### config.mk
export PLATFORM = sky130hd
export DESIGN_NAME = phase_ratio_counter
export DESIGN_NICKNAME = d
export VERILOG_FILES = /design/src/rtl/phase_ratio_pkg.sv /design/src/rtl/sample_tally.sv /design/src/rtl/overrun_latch.sv /design/src/rtl/phase_ratio_counter.sv
export SDC_FILE = /design/constraint.sdc
export NUM_CORES = 1
export LEC_CHECK = 0
export ABC_AREA = 1
export BUFFER_PORTS_ARGS = -buffer_cell sky130_fd_sc_hd__buf_2
export CELL_PAD_IN_SITES_DETAIL_PLACEMENT = 0
export CELL_PAD_IN_SITES_GLOBAL_PLACEMENT = 1
export CORE_MARGIN = 5
export CORE_UTILIZATION = 40
export DETAILED_ROUTE_END_ITERATION = 8
export GPL_TIMING_DRIVEN = 0
export PLACE_DENSITY = 0.86
export SYNTH_ARGS = -nofsm -noshare
export SYNTH_HDL_FRONTEND = slang
export SYNTH_HIERARCHICAL = 1
export SYNTH_SLANG_ARGS = --single-unit
### constraint.sdc
create_clock -name clk -period 2.9 [get_ports clk]
set_clock_uncertainty 0.05 [all_clocks]
set_input_delay 0.58 -clock clk [delete_from_list [all_inputs] [get_ports clk]]
set_output_delay 0.58 -clock clk [all_outputs]
set_load 0.1 [all_outputs]
### src/rtl/phase_ratio_pkg.sv
package phase_ratio_pkg;
  // Tally lane indices
  typedef enum logic {LANE_LO = 1'b0, LANE_HI = 1'b1} lane_e;
  localparam int NUM_LANES = 2;
endpackage

### src/rtl/sample_tally.sv
module sample_tally #(
  parameter int CNT_W = 20
) (
  input  logic             clk,
  input  logic             rst,
  input  logic             clr,
  input  logic             inc,
  output logic [CNT_W-1:0] cnt,
  output logic             wrap
);
  localparam logic [CNT_W-1:0] CNT_MAX = '1;

  // Wrap happens on the increment out of the all-ones value
  assign wrap = inc && (cnt == CNT_MAX);

  always_ff @(posedge clk) begin
    if (rst || clr) cnt <= '0;
    else if (inc)   cnt <= cnt + 1'b1;
  end

  a_r3_hold_without_inc: assert property (@(posedge clk) disable iff (rst)
    (!inc && !clr) |=> $stable(cnt));
  a_r2_tally_cleared: assert property (@(posedge clk) disable iff (rst)
    clr |=> (cnt == '0));
endmodule

### src/rtl/overrun_latch.sv
module overrun_latch (
  input  logic clk,
  input  logic rst,
  input  logic clr,
  input  logic set,
  output logic flag
);
  always_ff @(posedge clk) begin
    if (rst || clr) flag <= 1'b0;
    else if (set)   flag <= 1'b1;
  end

  a_r6_sticky: assert property (@(posedge clk) disable iff (rst)
    (flag && !clr) |=> flag);
endmodule

### src/rtl/phase_ratio_counter.sv
module phase_ratio_counter
  import phase_ratio_pkg::*;
#(
  parameter int CNT_W = 20
) (
  input  logic             clk,
  input  logic             rst,
  input  logic             meas_clr,
  input  logic             meas_en,
  input  logic             pd_sample,
  output logic [CNT_W-1:0] hi_count,
  output logic [CNT_W-1:0] lo_count,
  output logic             overrun
);
  logic             count_go;
  logic [NUM_LANES-1:0] lane_inc;
  logic [NUM_LANES-1:0] lane_wrap;
  logic [CNT_W-1:0] lane_cnt [NUM_LANES];

  // Counting is gated by the window, and halted once the measurement is invalid
  assign count_go = meas_en && !overrun && !meas_clr;

  for (genvar g = 0; g < NUM_LANES; g++) begin : g_lane
    // Each lane is selected by the sample value equal to its index
    assign lane_inc[g] = count_go && (pd_sample == g[0]);

    sample_tally #(.CNT_W(CNT_W)) i_tally (
      .clk  (clk),
      .rst  (rst),
      .clr  (meas_clr),
      .inc  (lane_inc[g]),
      .cnt  (lane_cnt[g]),
      .wrap (lane_wrap[g])
    );
  end

  overrun_latch i_ovr (
    .clk  (clk),
    .rst  (rst),
    .clr  (meas_clr),
    .set  (|lane_wrap),
    .flag (overrun)
  );

  assign hi_count = lane_cnt[LANE_HI];
  assign lo_count = lane_cnt[LANE_LO];

  a_r4_hi_only: assert property (@(posedge clk) disable iff (rst)
    (meas_en && !overrun && !meas_clr && pd_sample) |=> $stable(lo_count));
  a_r4_lo_only: assert property (@(posedge clk) disable iff (rst)
    (meas_en && !overrun && !meas_clr && !pd_sample) |=> $stable(hi_count));
  a_r6_frozen: assert property (@(posedge clk) disable iff (rst)
    (overrun && !meas_clr) |=> ($stable(hi_count) && $stable(lo_count)));
  a_r2_clear_all: assert property (@(posedge clk) disable iff (rst)
    meas_clr |=> (hi_count == '0 && lo_count == '0 && !overrun));
  a_r5_wrap_flags: assert property (@(posedge clk) disable iff (rst)
    (count_go && pd_sample && hi_count == '1) |=> (overrun && hi_count == '0));
endmodule

==> results_dict.tcl <==
set metrics [dict create \
    netlist_area_um2 2210 \
    peakVddDrop_v 0.000169 \
    worstSetupPathType "reg2out" \
    critical_path.slowest_cell "buf_2" \
    reg2regPathDepth 11 \
    hold_ws_ns 0.452 \
    crit_fanout 6 \
    cp_data_required_time_ns 2.27 \
    worstReg2RegEnd "i_ovr/flag$_SDFFE_PP0P_" \
    initial_core_util_pct 40.6 \
    wire_per_inst_um 11.3 \
    vias 2198 \
    routabilityCongestion 0.781 \
    syn-instance-count 339 \
    dpl_worst_slack_ns 0.825 \
    min_period_ns 1.86 \
    fmax_mhz 538 \
    startpoint "g_lane[0].i_tally/cnt[14]$_SDFFE_PP0P_" \
    drtIter0Drc 100 \
    layout_commonest_cell "nand2_1" \
    insertion_delay_ns 0.30 \
    grt_use_met1_pct 18.6 \
    path_clk_slew_ns 0.09 \
    post_cts_buffers 0 \
    seq_area_frac_synth_pct 37.2 \
    cts_buffers 5 \
    worstSetupPathDepth 1 \
    power_density_nw_per_um2 434 \
    grt_overflow 0 \
    power_leakage_nw 1.13 \
    syn_area_per_cell_um2 6.51 \
    use_met3_pct 3.93 \
    io_buffers 45 \
    crit_path_start_kind "flop" \
    rows 27 \
    grt_usage_pct 15.6 \
    r2r-start "i_ovr/flag$_SDFFE_PP0P_" \
    finish.utilization_pct 48.8 \
    tightestPinTransition_ns 0.486 \
    dieArea_um2 7100 \
    grt_max_degree 14 \
    clock_path_buffers 2 \
    cts.sinks 41 \
    critPathBufInv 1 \
    cts_resized 0 \
    crit_path_cell_trace "buf_2" \
    drive_gt1_share_pct 19.1 \
    grt-busiest-layer "met2" \
    critPathCaptureType "output pin" \
    post-route-drc-count 0 \
    rsz0062_at_grt "no" \
    hpwl_mm 4.06 \
    fin_ws_ns 1.04 \
    die_y_um 84.3 \
    status "finished, final reports clean" \
    min_from "g_lane[0].i_tally/cnt[7]$_SDFFE_PP0P_" \
    holdPathStages 1 \
    synth_warnings 6 \
    fin_crit_sh_pct 64.1 \
    htree_num_levels 2 \
    diodes 0 \
    nNetsFinal 398 \
    postRouteAntennaNets 0 \
    cpPeakStageDelay_ns 0.48 \
    r2r_slack_ns 1.25 \
    cp_top_family "buffers and inverters" \
    dr.pass1.iters 4 \
    grt_pass1_wl_mm 9.27 \
    first_global_vias 2119 \
    slew_headroom_pct 67.5 \
    antenna_found_initial 0 \
    setup-violations-final 0 \
    ctsHoldBuffers 0 \
    layout-area-overhead-vs-synth_pct 20.4 \
    ys_types 21 \
    viasPerCell 4.74 \
    drt_wl_total_mm 5.25 \
    maxCapViolCount 0 \
    pin_count 46 \
    most-common-layout-cells "79 x nand2_1, 72 x nor2_1, 47 x buf_2" \
    hold_end "g_lane[0].i_tally/cnt[7]$_SDFFE_PP0P_" \
    ys_seq_elements 41 \
    global_route.usage.met2_pct 28.0 \
    cts_tree "yes" \
    synth_nets 346 \
    die_w_um 84.3 \
    coreArea_um2 5440 \
    finalHoldViolCount 0 \
    clock-root-buffer "clkbuf_8" \
    setup_tns_ns 0 \
    slew_violations 0 \
    worstHoldPathType "reg2reg" \
    cp.arrival_ns 1.23 \
]
worst max path at each step:
stage                                         end
final                                lo_count[14]
after global routing                 lo_count[14]
after CTS                            lo_count[14]
after detailed placement  i_ovr/flag$_SDFFE_PP0P_
after global placement    i_ovr/flag$_SDFFE_PP0P_
after floorplan           i_ovr/flag$_SDFFE_PP0P_
cell usage after synthesis:
library cell	n	share of area [%]
o21bai_1	8	2.7
nand3_1	24	5.4
nand4_1	10	2.8
a211oi_1	2	0.68
nand2_2	2	0.57
inv_2	1	0.17
buf_2	2	0.45
a21oi_1	24	5.4
nor2_4	4	2.0
nand2_4	2	1.0
dfxtp_1	41	37
nor2_2	4	1.1
o21ai_0	10	2.3
nor2_1	72	12
o21bai_2	2	1.0
ha_1	2	1.1
inv_1	44	7.5
or2_1	1	0.28
buf_6	2	1.0
nand3_2	3	1.4
nand2_1	79	13
metal layers:
| layer | routed length, um | up-vias |
|---|---|---|
| met4 | 50 | 0 |
| met3 | 210 | 5 |
| met1 | 2380 | 972 |
| met5 | 0 | - |
| li1 | - | 1183 |
| met2 | 2620 | 38 |
through the flow:
step           cell area (um2)  power, mW  std cells
2_1_floorplan             2210      0.605        339
3_5_place_dp              2520      0.618        456
5_1_grt                   2660       1.20        464
6_report                  2660       1.15        464
3_3_place_gp              2520      0.618        456
4_1_cts                   2660       1.17        464
kinds of logic (layout without fill, tap and decap cells):
kind of cell / count (synthesis) / count (layout) / synth area share (%)
compound gates: 46 / 46 / 12.1
fa+ha+maj: 2 / 2 / 1.13
buf+inv: 49 / 102 / 9.13
flops: 41 / 41 / 37.2
simple gates: 201 / 201 / 40.4
layout make-up:
class                      instances  area, um2
timing repair buffer              45        225
fill                             609       2780
multi-input combinational        249       1180
tap                               72       90.1
sequential                        41        821
buffer                             4       32.5
clock buffer                       5       68.8
clock inverter                     3       65.1
inverter                          45        169
flip-flops by register name (all words and copies together) (netlist names):
signal and count:
i_ovr/flag 1, g_lane.i_tally/cnt 40
report_power, final:
group / switching, mW / internal [mW]
Clock: 0.207 / 0.342
Combinational: 0.0287 / 0.0115
Sequential: 0.000818 / 0.563
Note: power is estimated with default switching activity, not from simulation.
